$ cat config.mk
export PLATFORM = sky130hd
export DESIGN_NAME = tmr_regif
export DESIGN_NICKNAME = d
export VERILOG_FILES = /design/src/rtl/tmr_regif_pkg.sv /design/src/rtl/tmr_ctrl_decode.sv /design/src/rtl/tmr_wr_seq.sv /design/src/rtl/tmr_rd_port.sv /design/src/rtl/tmr_chan.sv /design/src/rtl/tmr_regif.sv
export SDC_FILE = /design/constraint.sdc
export NUM_CORES = 1
export LEC_CHECK = 0
export ABC_AREA = 1
export BUFFER_PORTS_ARGS = -buffer_cell sky130_fd_sc_hd__buf_2
export CAP_MARGIN = 5
export CORE_MARGIN = 10
export CORE_UTILIZATION = 30
export DETAILED_ROUTE_END_ITERATION = 10
export PLACE_DENSITY = 0.54
export SYNTH_ARGS = -nofsm -noshare
export SYNTH_HDL_FRONTEND = slang
export SYNTH_SLANG_ARGS = --single-unit
$ cat constraint.sdc
create_clock -name clk -period 1.8 [get_ports clk]
set_input_delay 0.45 -clock clk [delete_from_list [all_inputs] [get_ports clk]]
set_output_delay 0.45 -clock clk [all_outputs]
set_load 0.05 [all_outputs]
$ cat src/rtl/tmr_regif_pkg.sv
package tmr_regif_pkg;

    localparam int ADDR_W  = 2;
    localparam int NUM_CH  = (1 << ADDR_W) - 1;
    localparam int BYTE_W  = 8;
    localparam int CNT_W   = 2 * BYTE_W;
    localparam int MODE_W  = 3;

    typedef enum logic [1:0] {
        ACC_LATCH = 2'd0,
        ACC_LO    = 2'd1,
        ACC_HI    = 2'd2,
        ACC_WORD  = 2'd3
    } acc_e;

    typedef enum logic {
        SEQ_LO = 1'b0,
        SEQ_HI = 1'b1
    } seq_e;

    typedef enum logic [1:0] {
        LAT_NONE = 2'd0,
        LAT_LO   = 2'd1,
        LAT_HI   = 2'd2,
        LAT_WORD = 2'd3
    } lat_e;

    typedef struct packed {
        logic              prog;
        logic              latch_cnt;
        logic              latch_stat;
        acc_e              acc;
        logic [MODE_W-1:0] mode;
        logic              bcd;
    } chan_cmd_t;

endpackage

$ cat src/rtl/tmr_ctrl_decode.sv
module tmr_ctrl_decode
    import tmr_regif_pkg::*;
(
    input  logic                     ctrl_wr,
    input  logic [BYTE_W-1:0]        ctrl_byte,
    output chan_cmd_t [NUM_CH-1:0]   cmd
);

    localparam logic [1:0] SEL_RB = 2'd3;

    logic [1:0]        sel;
    acc_e              acc;
    logic [MODE_W-1:0] mode_n;
    logic              rb;

    always_comb begin
        sel    = ctrl_byte[7:6];
        acc    = acc_e'(ctrl_byte[5:4]);
        rb     = (sel == SEL_RB);
        // fold the two aliased codes onto their base modes
        if (ctrl_byte[3:2] == 2'b11) mode_n = {1'b0, ctrl_byte[2:1]};
        else                         mode_n = ctrl_byte[3:1];
    end

    for (genvar i = 0; i < NUM_CH; i++) begin : g_dec
        localparam logic [1:0] MY_SEL = 2'(i);
        always_comb begin
            cmd[i].acc        = acc;
            cmd[i].mode       = mode_n;
            cmd[i].bcd        = ctrl_byte[0];
            cmd[i].prog       = 1'b0;
            cmd[i].latch_cnt  = 1'b0;
            cmd[i].latch_stat = 1'b0;
            if (ctrl_wr) begin
                if (rb) begin
                    if (ctrl_byte[1+i]) begin
                        cmd[i].latch_cnt  = ~ctrl_byte[5];
                        cmd[i].latch_stat = ~ctrl_byte[4];
                    end
                end else if (sel == MY_SEL) begin
                    if (acc == ACC_LATCH) cmd[i].latch_cnt = 1'b1;
                    else                  cmd[i].prog      = 1'b1;
                end
            end
        end
    end

endmodule

$ cat src/rtl/tmr_wr_seq.sv
module tmr_wr_seq
    import tmr_regif_pkg::*;
(
    input  logic              clk,
    input  logic              rst_n,
    input  logic              prog,
    input  acc_e              acc,
    input  logic              data_wr,
    input  logic [BYTE_W-1:0] wbyte,
    output logic              load,
    output logic [CNT_W-1:0]  load_val
);

    seq_e              st_q, st_d;
    logic [BYTE_W-1:0] hold_q, hold_d;
    logic              load_d;
    logic [CNT_W-1:0]  val_d;

    // state register
    always_ff @(posedge clk) begin
        if (!rst_n) begin
            st_q     <= SEQ_LO;
            hold_q   <= '0;
            load     <= 1'b0;
            load_val <= '0;
        end else begin
            st_q     <= st_d;
            hold_q   <= hold_d;
            load     <= load_d;
            load_val <= val_d;
        end
    end

    // next state and outputs
    always_comb begin
        st_d   = st_q;
        hold_d = hold_q;
        load_d = 1'b0;
        val_d  = load_val;
        if (prog) begin
            st_d = SEQ_LO;
        end else if (data_wr) begin
            unique case (acc)
                ACC_HI: begin
                    load_d = 1'b1;
                    val_d  = {wbyte, {BYTE_W{1'b0}}};
                end
                ACC_WORD: begin
                    unique case (st_q)
                        SEQ_LO: begin
                            hold_d = wbyte;
                            st_d   = SEQ_HI;
                        end
                        SEQ_HI: begin
                            load_d = 1'b1;
                            val_d  = {wbyte, hold_q};
                            st_d   = SEQ_LO;
                        end
                    endcase
                end
                ACC_LO, ACC_LATCH: begin
                    load_d = 1'b1;
                    val_d  = {{BYTE_W{1'b0}}, wbyte};
                end
            endcase
        end
    end

endmodule

$ cat src/rtl/tmr_rd_port.sv
module tmr_rd_port
    import tmr_regif_pkg::*;
(
    input  logic              clk,
    input  logic              rst_n,
    input  logic              prog,
    input  logic              latch_cnt,
    input  logic              latch_stat,
    input  acc_e              acc,
    input  logic [MODE_W-1:0] mode,
    input  logic              bcd,
    input  logic [CNT_W-1:0]  live,
    input  logic              out_lvl,
    input  logic              pop,
    output logic [BYTE_W-1:0] rbyte
);

    lat_e              lat_q, lat_d;
    logic [CNT_W-1:0]  frz_q, frz_d;
    seq_e              rseq_q, rseq_d;
    logic              sv_q, sv_d;
    logic [BYTE_W-1:0] stat_q, stat_d;

    // state register
    always_ff @(posedge clk) begin
        if (!rst_n) begin
            lat_q  <= LAT_NONE;
            frz_q  <= '0;
            rseq_q <= SEQ_LO;
            sv_q   <= 1'b0;
            stat_q <= '0;
        end else begin
            lat_q  <= lat_d;
            frz_q  <= frz_d;
            rseq_q <= rseq_d;
            sv_q   <= sv_d;
            stat_q <= stat_d;
        end
    end

    // transitions
    always_comb begin
        lat_d  = lat_q;
        frz_d  = frz_q;
        rseq_d = rseq_q;
        sv_d   = sv_q;
        stat_d = stat_q;
        if (pop) begin
            if (sv_q) begin
                sv_d = 1'b0;
            end else begin
                unique case (lat_q)
                    LAT_NONE: if (acc == ACC_WORD)
                                  rseq_d = (rseq_q == SEQ_LO) ? SEQ_HI : SEQ_LO;
                    LAT_LO:   lat_d = LAT_NONE;
                    LAT_HI:   lat_d = LAT_NONE;
                    LAT_WORD: lat_d = LAT_HI;
                endcase
            end
        end
        if (prog) rseq_d = SEQ_LO;
        if (latch_cnt && lat_q == LAT_NONE) begin
            frz_d = live;
            unique case (acc)
                ACC_HI:            lat_d = LAT_HI;
                ACC_WORD:          lat_d = LAT_WORD;
                ACC_LO, ACC_LATCH: lat_d = LAT_LO;
            endcase
        end
        if (latch_stat && !sv_q) begin
            sv_d   = 1'b1;
            stat_d = {out_lvl, 1'b0, acc, mode, bcd};
        end
    end

    // output byte
    always_comb begin
        if (sv_q) begin
            rbyte = stat_q;
        end else begin
            unique case (lat_q)
                LAT_LO, LAT_WORD: rbyte = frz_q[BYTE_W-1:0];
                LAT_HI:           rbyte = frz_q[CNT_W-1:BYTE_W];
                LAT_NONE: begin
                    if (acc == ACC_HI || (acc == ACC_WORD && rseq_q == SEQ_HI))
                        rbyte = live[CNT_W-1:BYTE_W];
                    else
                        rbyte = live[BYTE_W-1:0];
                end
            endcase
        end
    end

endmodule

$ cat src/rtl/tmr_chan.sv
module tmr_chan
    import tmr_regif_pkg::*;
(
    input  logic              clk,
    input  logic              rst_n,
    input  chan_cmd_t         cmd,
    input  logic              data_wr,
    input  logic [BYTE_W-1:0] wbyte,
    input  logic              pop,
    input  logic [CNT_W-1:0]  live,
    input  logic              out_lvl,
    output logic              load,
    output logic [CNT_W-1:0]  load_val,
    output logic [MODE_W-1:0] mode,
    output logic              bcd,
    output logic              cfg_wr,
    output logic [BYTE_W-1:0] rbyte
);

    acc_e acc_q;

    always_ff @(posedge clk) begin
        if (!rst_n) begin
            acc_q  <= ACC_LATCH;
            mode   <= '0;
            bcd    <= 1'b0;
            cfg_wr <= 1'b0;
        end else begin
            cfg_wr <= cmd.prog;
            if (cmd.prog) begin
                acc_q <= cmd.acc;
                mode  <= cmd.mode;
                bcd   <= cmd.bcd;
            end
        end
    end

    tmr_wr_seq u_wr (
        .clk      (clk),
        .rst_n    (rst_n),
        .prog     (cmd.prog),
        .acc      (acc_q),
        .data_wr  (data_wr),
        .wbyte    (wbyte),
        .load     (load),
        .load_val (load_val)
    );

    tmr_rd_port u_rd (
        .clk        (clk),
        .rst_n      (rst_n),
        .prog       (cmd.prog),
        .latch_cnt  (cmd.latch_cnt),
        .latch_stat (cmd.latch_stat),
        .acc        (acc_q),
        .mode       (mode),
        .bcd        (bcd),
        .live       (live),
        .out_lvl    (out_lvl),
        .pop        (pop),
        .rbyte      (rbyte)
    );

endmodule

$ cat src/rtl/tmr_regif.sv
module tmr_regif
    import tmr_regif_pkg::*;
(
    input  logic                       clk,
    input  logic                       rst_n,
    input  logic [ADDR_W-1:0]          bus_addr,
    input  logic                       bus_wr,
    input  logic [BYTE_W-1:0]          bus_wdata,
    input  logic                       bus_rd,
    output logic [BYTE_W-1:0]          bus_rdata,
    input  logic [NUM_CH*CNT_W-1:0]    ch_count,
    input  logic [NUM_CH-1:0]          ch_out,
    output logic [NUM_CH-1:0]          ch_load,
    output logic [NUM_CH*CNT_W-1:0]    ch_load_val,
    output logic [NUM_CH*MODE_W-1:0]   ch_mode,
    output logic [NUM_CH-1:0]          ch_bcd,
    output logic [NUM_CH-1:0]          ch_cfg_wr
);

    localparam logic [ADDR_W-1:0] CTRL_ADDR = ADDR_W'(NUM_CH);

    chan_cmd_t [NUM_CH-1:0]   cmd;
    logic      [BYTE_W-1:0]   rbyte [NUM_CH];

    tmr_ctrl_decode u_dec (
        .ctrl_wr   (bus_wr && bus_addr == CTRL_ADDR),
        .ctrl_byte (bus_wdata),
        .cmd       (cmd)
    );

    for (genvar i = 0; i < NUM_CH; i++) begin : g_ch
        localparam logic [ADDR_W-1:0] MY_ADDR = ADDR_W'(i);
        tmr_chan u_chan (
            .clk      (clk),
            .rst_n    (rst_n),
            .cmd      (cmd[i]),
            .data_wr  (bus_wr && bus_addr == MY_ADDR),
            .wbyte    (bus_wdata),
            .pop      (bus_rd && bus_addr == MY_ADDR),
            .live     (ch_count[i*CNT_W +: CNT_W]),
            .out_lvl  (ch_out[i]),
            .load     (ch_load[i]),
            .load_val (ch_load_val[i*CNT_W +: CNT_W]),
            .mode     (ch_mode[i*MODE_W +: MODE_W]),
            .bcd      (ch_bcd[i]),
            .cfg_wr   (ch_cfg_wr[i]),
            .rbyte    (rbyte[i])
        );
    end

    always_comb begin
        bus_rdata = '0;
        for (int i = 0; i < NUM_CH; i++)
            if (bus_addr == ADDR_W'(i)) bus_rdata = rbyte[i];
    end

endmodule

# Yosys cells after proc, flatten, opt, wreduce, memory -nomap -nowiden
# Index checks and enable logic that the tools add are counted.
# totals
output_inout_bits	74
word_cells	230
inputBits	65
regBits	180
# classes
n_eq_ne	31
mux	72
n_bitwise	15
reduce_logical	73
# ops
cell	count
one-hot mux 16 bit (3 select lines)	3
2-to-1 mux 8 bit	9
one-hot mux 8 bit (3 select lines)	3
2-to-1 mux 16 bit	3
== test 2 bit, second input constant	17
2-to-1 mux 2 bit	15
AND reduction 4 bit	6
OR reduction 2 bit	12
2-to-1 mux 1 bit	23
zero test 2 bit	9
one-hot mux 2 bit (3 select lines)	3
AND reduction 3 bit	6
OR reduction 3 bit	6
== test 2 x 1 -> 1 bit, second input constant	8
logical AND 1 bit	16
inverter 1 bit	15
2-to-1 mux 3 bit	4
!= test 2 x 1 -> 1 bit, second input constant	6
one-hot mux 1 bit (2 select lines)	6
one-hot mux 2 bit (2 select lines)	3
nonzero test 2 bit	6
nonzero test 3 bit	3
AND reduction 2 bit	3
zero test 1 bit	3
logical OR 1 bit	3

# Logic depth before layout (Yosys ltp)
# logic_depth
depth_word	9
mapped_depth	11
depth_no_buf	10

# Cells and area by module
# A second synthesis with hierarchy kept.
# unflattened
cells_unflattened	1294
hier_area_um2	9336.5
# modules_own_cells
module	cells_per_inst	seq_area_each_um2	instances	area_per_inst_um2
tmr_wr_seq	158	520.5	3	1285.0
tmr_rd_port at g_ch[0].u_chan.u_rd ...	201	540.5	2	1377.6
tmr_rd_port at g_ch[2].u_chan.u_rd	201	540.5	1	1398.8
tmr_chan	40	140.1	3	271.5
tmr_ctrl_decode	48	0.0	1	264.0
tmr_regif	49	0.0	1	249.0

# Least setup slack after synthesis
# OpenSTA, ideal clock, no wires.
# synth_path
path_type	register to output
from	register g_ch[1].u_chan.u_rd.lat_q[0]
to	output port bus_rdata[6]
slack_ps	-383
t_arrival_ps	1733
required_time_ps	1350
path_stages_with_launch	9
n_path_buf	1
path_cell_list	dfxtp_1 -> inv_1 -> ha_1 -> clkbuf_1 -> nor2_1 -> a22oi_1 -> o21ai_0 -> nand2_1 -> nand3_1
# synth_between
elab_chain_len	6
elab_cells_between_ends	9
cone_classes	eq/ne (3); mux (4); reduce/logical (2)
# synth_rtl
item	line	rtl
start: declaration	tmr_rd_port.sv:18	lat_e lat_q, lat_d;
start signal: assignment	tmr_rd_port.sv:33	lat_q <= lat_d;
== test 2 x 1 -> 1 bit / == test 2 bit (equally long branches)	tmr_rd_port.sv:81	unique case (lat_q)
OR reduction 2 bit	tmr_rd_port.sv:81	
one-hot mux 8 bit (3 select lines) (*)	tmr_rd_port.sv:81	
2-to-1 mux 8 bit (*)	tmr_rd_port.sv:78	if (sv_q) begin
2-to-1 mux 8 bit (*) (2 in series)	tmr_regif.sv:54	if (bus_addr == ADDR_W'(i)) bus_rdata = rbyte[i];
end: declaration	tmr_regif.sv:10	output logic [BYTE_W-1:0] bus_rdata,
# Mark *: on every way between the ends. The rest lies on a longest branch, timed or not.

# Worst setup path in the final report
# layout_path
from	register g_ch[0].u_chan.u_rd.lat_q[1]
to	output port bus_rdata[3]
# layout_between
elab_chain_len	7
elab_cells_between_ends	10
cone_classes	eq/ne (3); mux (5); reduce/logical (2)
# layout_rtl
item	line
start: declaration	tmr_rd_port.sv:18
start signal: assignment	tmr_rd_port.sv:33
== test 2 x 1 -> 1 bit / == test 2 bit (equally long branches)	tmr_rd_port.sv:81
OR reduction 2 bit	tmr_rd_port.sv:81
one-hot mux 8 bit (3 select lines) (*)	tmr_rd_port.sv:81
2-to-1 mux 8 bit (*)	tmr_rd_port.sv:78
2-to-1 mux 8 bit (*) (3 in series)	tmr_regif.sv:54
# Marks and branches as above.

==> impl_metrics.env <==
export IMPL_min_period_ps=2280
export IMPL_place_hpwl_microns=21200
export IMPL_drtIter0Drc=666
export IMPL_final_cell_area_sq_mm=0.0110
export IMPL_end_kind="output port"
export IMPL_cp_startpoint="g_ch[0].u_chan.u_rd.lat_q[1]$_SDFFE_PN0P_"
export IMPL_synth_nets=1245
export IMPL_finalPower_uw=8960
export IMPL_avgSynthCellArea_sq_um=7.06
export IMPL_worstPathMaxFanout=8
export IMPL_min_from="ch_count[29]"
export IMPL_portBuffers=138
export IMPL_start_util_pct=30.6
export IMPL_violations="negative setup slack"
export IMPL_dieHeight_microns=186
export IMPL_synth_top_area_share_pct=43.6
export IMPL_grt_pass1_vias=8024
export IMPL_p_leak_uw=0.00486
export IMPL_syn_inst=1171
export IMPL_power_density_mw_per_mm2=818
export IMPL_startpoint_type="register"
export IMPL_detail_route_antenna_nets=0
export IMPL_max_slew_margin_pct=68.4
export IMPL_antenna_found_initial=0
export IMPL_area_growth_pct=32.4
export IMPL_tightest_slew_ps=474
export IMPL_outcome="finished, violations left"
export IMPL_cts_made_buffers=17
export IMPL_cap_violations=0
export IMPL_netlist_cell_type_count=35
export IMPL_crit_type="reg2out"
export IMPL_max_clock_path_buffers=2
export IMPL_cts_root_buf="clkbuf_16"
export IMPL_path_clk_slew_ps=70
export IMPL_netlist_area_sq_mm=0.00827
export IMPL_hold_viol_final=0
export IMPL_ys_flop_type="dfxtp_1"
export IMPL_place_area_sq_mm=0.00999
export IMPL_finClkSkew_ps=12.0
export IMPL_dp_slack_ps=-296
export IMPL_critPathArrivalTime_ps=1830
export IMPL_insertion_delay_ps=440
export IMPL_fin_crit_sh_pct=127
export IMPL_clock_fmax_mhz=438
export IMPL_setup_ws_ps=-485
export IMPL_synth_top_cells_by_count="nand2_1, dfxtp_1, a21oi_1"
export IMPL_grt_max_degree=67
export IMPL_ys_ff_latch=180
export IMPL_std_cell_rows=60
export IMPL_drt_total_wl_microns=28600
export IMPL_dieArea_sq_mm=0.0346
export IMPL_synth_largest_area_cell="dfxtp_1"
export IMPL_synth_edf_count=0
export IMPL_cp_required_ps=1350
export IMPL_vias=8278
export IMPL_drive_above_1_share_pct=26.4
export IMPL_synth_most_common_cell="nand2_1"
export IMPL_setup_violations_final=8
export IMPL_drc_errors=0
export IMPL_rsz0062_at_grt="yes"
export IMPL_cts_tree="done"
export IMPL_routed_via_density=4.80
export IMPL_io_pins=139
export IMPL_reg2reg_from="g_ch[1].u_chan.u_rd.lat_q[1]$_SDFFE_PN0P_"
export IMPL_core_area_sq_mm=0.0270
export IMPL_ys_top_cells_by_area="dfxtp_1, nand2_1, a21oi_1"
export IMPL_min_path_type="in2reg"
export IMPL_fp_dieW_microns=186
export IMPL_nets=1444
export IMPL_grt_pass1_wl_microns=44900
export IMPL_overflow=0
export IMPL_wire_per_inst_microns=16.6
export IMPL_cts_htree_levels=4
export IMPL_firstDrtPassIters=5
export IMPL_clock_sinks=180
export IMPL_yosys_warnings=0
export IMPL_diodes=0
export IMPL_vdd_drop_max_v=0.000621
export IMPL_synthArstFlopShare_pct=0
export IMPL_finalMaxSlewViolations=0
export IMPL_grtUsageTotal_pct=16.5
export IMPL_ys_seq_area_share_pct=43.6
export IMPL_gp_congestion=0.892
-- flip-flops by register name, summed over array words and instances, names as in the netlist, 6 cells and up --
name	flops
g_ch.u_chan.u_wr.load_val	48
g_ch.u_chan.u_wr.hold_q	24
g_ch.u_chan.acc_q	6
g_ch.u_chan.u_rd.frz_q	48
g_ch.u_chan.u_rd.stat_q	21
g_ch.u_chan.u_rd.lat_q	6
g_ch.u_chan.mode	9
-- critical path: stages (launching register included) --
cell	delay, ps
dfxtp_4	370
inv_2	40
ha_4	170
nor2_4	220
a21oi_1	100
o21ai_1	110
nand2_2	110
nand3_4	120
buf_8	150
-- metrics by stage --
step	util (%)	cells	TNS, ps	hold slack [ps]
after detailed placement	37.0	1684	-4610	444
after global routing	40.5	1724	-4630	258
after global placement	37.0	1684	-3430	438
after CTS	40.2	1721	-3830	244
after floorplan	-	1171	0	425
final	40.5	1724	-3790	260
-- layout by cell type (no fill, tap or decap), types with 2 or more instances in the layout --
| cell | instances |
|---|---|
| nand4_1 | 3 |
| inv_1 | 107 |
| dfxtp_4 | 3 |
| inv_2 | 17 |
| ha_4 | 6 |
| nand3_1 | 102 |
| buf_8 | 10 |
| a22oi_1 | 3 |
| nand2_2 | 15 |
| buf_2 | 130 |
| buf_4 | 96 |
| buf_12 | 9 |
| inv_6 | 3 |
| nand3_2 | 3 |
| a211oi_1 | 8 |
| buf_6 | 4 |
| o21a_1 | 2 |
| nand3b_1 | 7 |
| a21oi_2 | 6 |
| ha_1 | 3 |
| nand2_4 | 5 |
| o21ai_1 | 12 |
| nor2_1 | 89 |
| nor2_2 | 6 |
| o21ai_2 | 4 |
| o22ai_1 | 12 |
| inv_8 | 2 |
| nand2_1 | 225 |
| nor3_1 | 16 |
| clkinv_8 | 9 |
| a21oi_1 | 133 |
| nor2_4 | 8 |
| nand3_4 | 5 |
| dfxtp_1 | 174 |
| o211ai_1 | 4 |
| dfxtp_2 | 3 |
| clkbuf_16 | 17 |
| o21ai_0 | 115 |
-- logic make-up after synthesis --
family	synth area share, %
and+or+nand+nor	25.8
AOI/OAI and AO/OA	19.0
buffers and inverters	10.2
DFF	43.6
adders and majority gates	1.36
-- per-layer routing --
layer	vias up	wire [microns]	GRT usage (%)
met5	-	0	0
met4	0	322	4.13
met3	19	1770	4.56
met2	212	12900	25.5
met1	3808	13600	22.1
li1	4239	-	-
-- path summary, 6_finish.rpt --
path                            cells past startpoint  slack [ps]                                    endpoint
worst max-delay path                                8        -480                                bus_rdata[3]
worst min-delay path                                2         260  g_ch[1].u_chan.u_rd.frz_q[13]$_SDFFE_PN0N_
worst max register to register                     11         120   g_ch[1].u_chan.u_rd.lat_q[1]$_SDFFE_PN0P_
worst min register to register                      2         450  g_ch[2].u_chan.u_rd.stat_q[3]$_SDFFE_PN0P_
-- where the power goes --
group	switching (uW)	internal, uW
Combinational	687	350
Clock	1970	1910
Sequential	24.2	4020
Total	2680	6280
-- final cells by class --
type | instances | area [sq um]
clock buffer | 17 | 425
sequential | 180 | 3620
tap | 341 | 427
clock inverter | 15 | 204
fill | 2769 | 16100
multi-input combinational | 797 | 4060
timing repair buffer | 249 | 1750
inverter | 125 | 469
-- timing repair --
action | 4_1_cts | 5_1_grt
hold buffers | 0 | 0
pin swaps | 17 | 11
setup endpoints to repair | 8 | 27
setup buffers | 5 | 3
gates resized for setup | 73 | 20
Power figures use the tool's default switching activity.
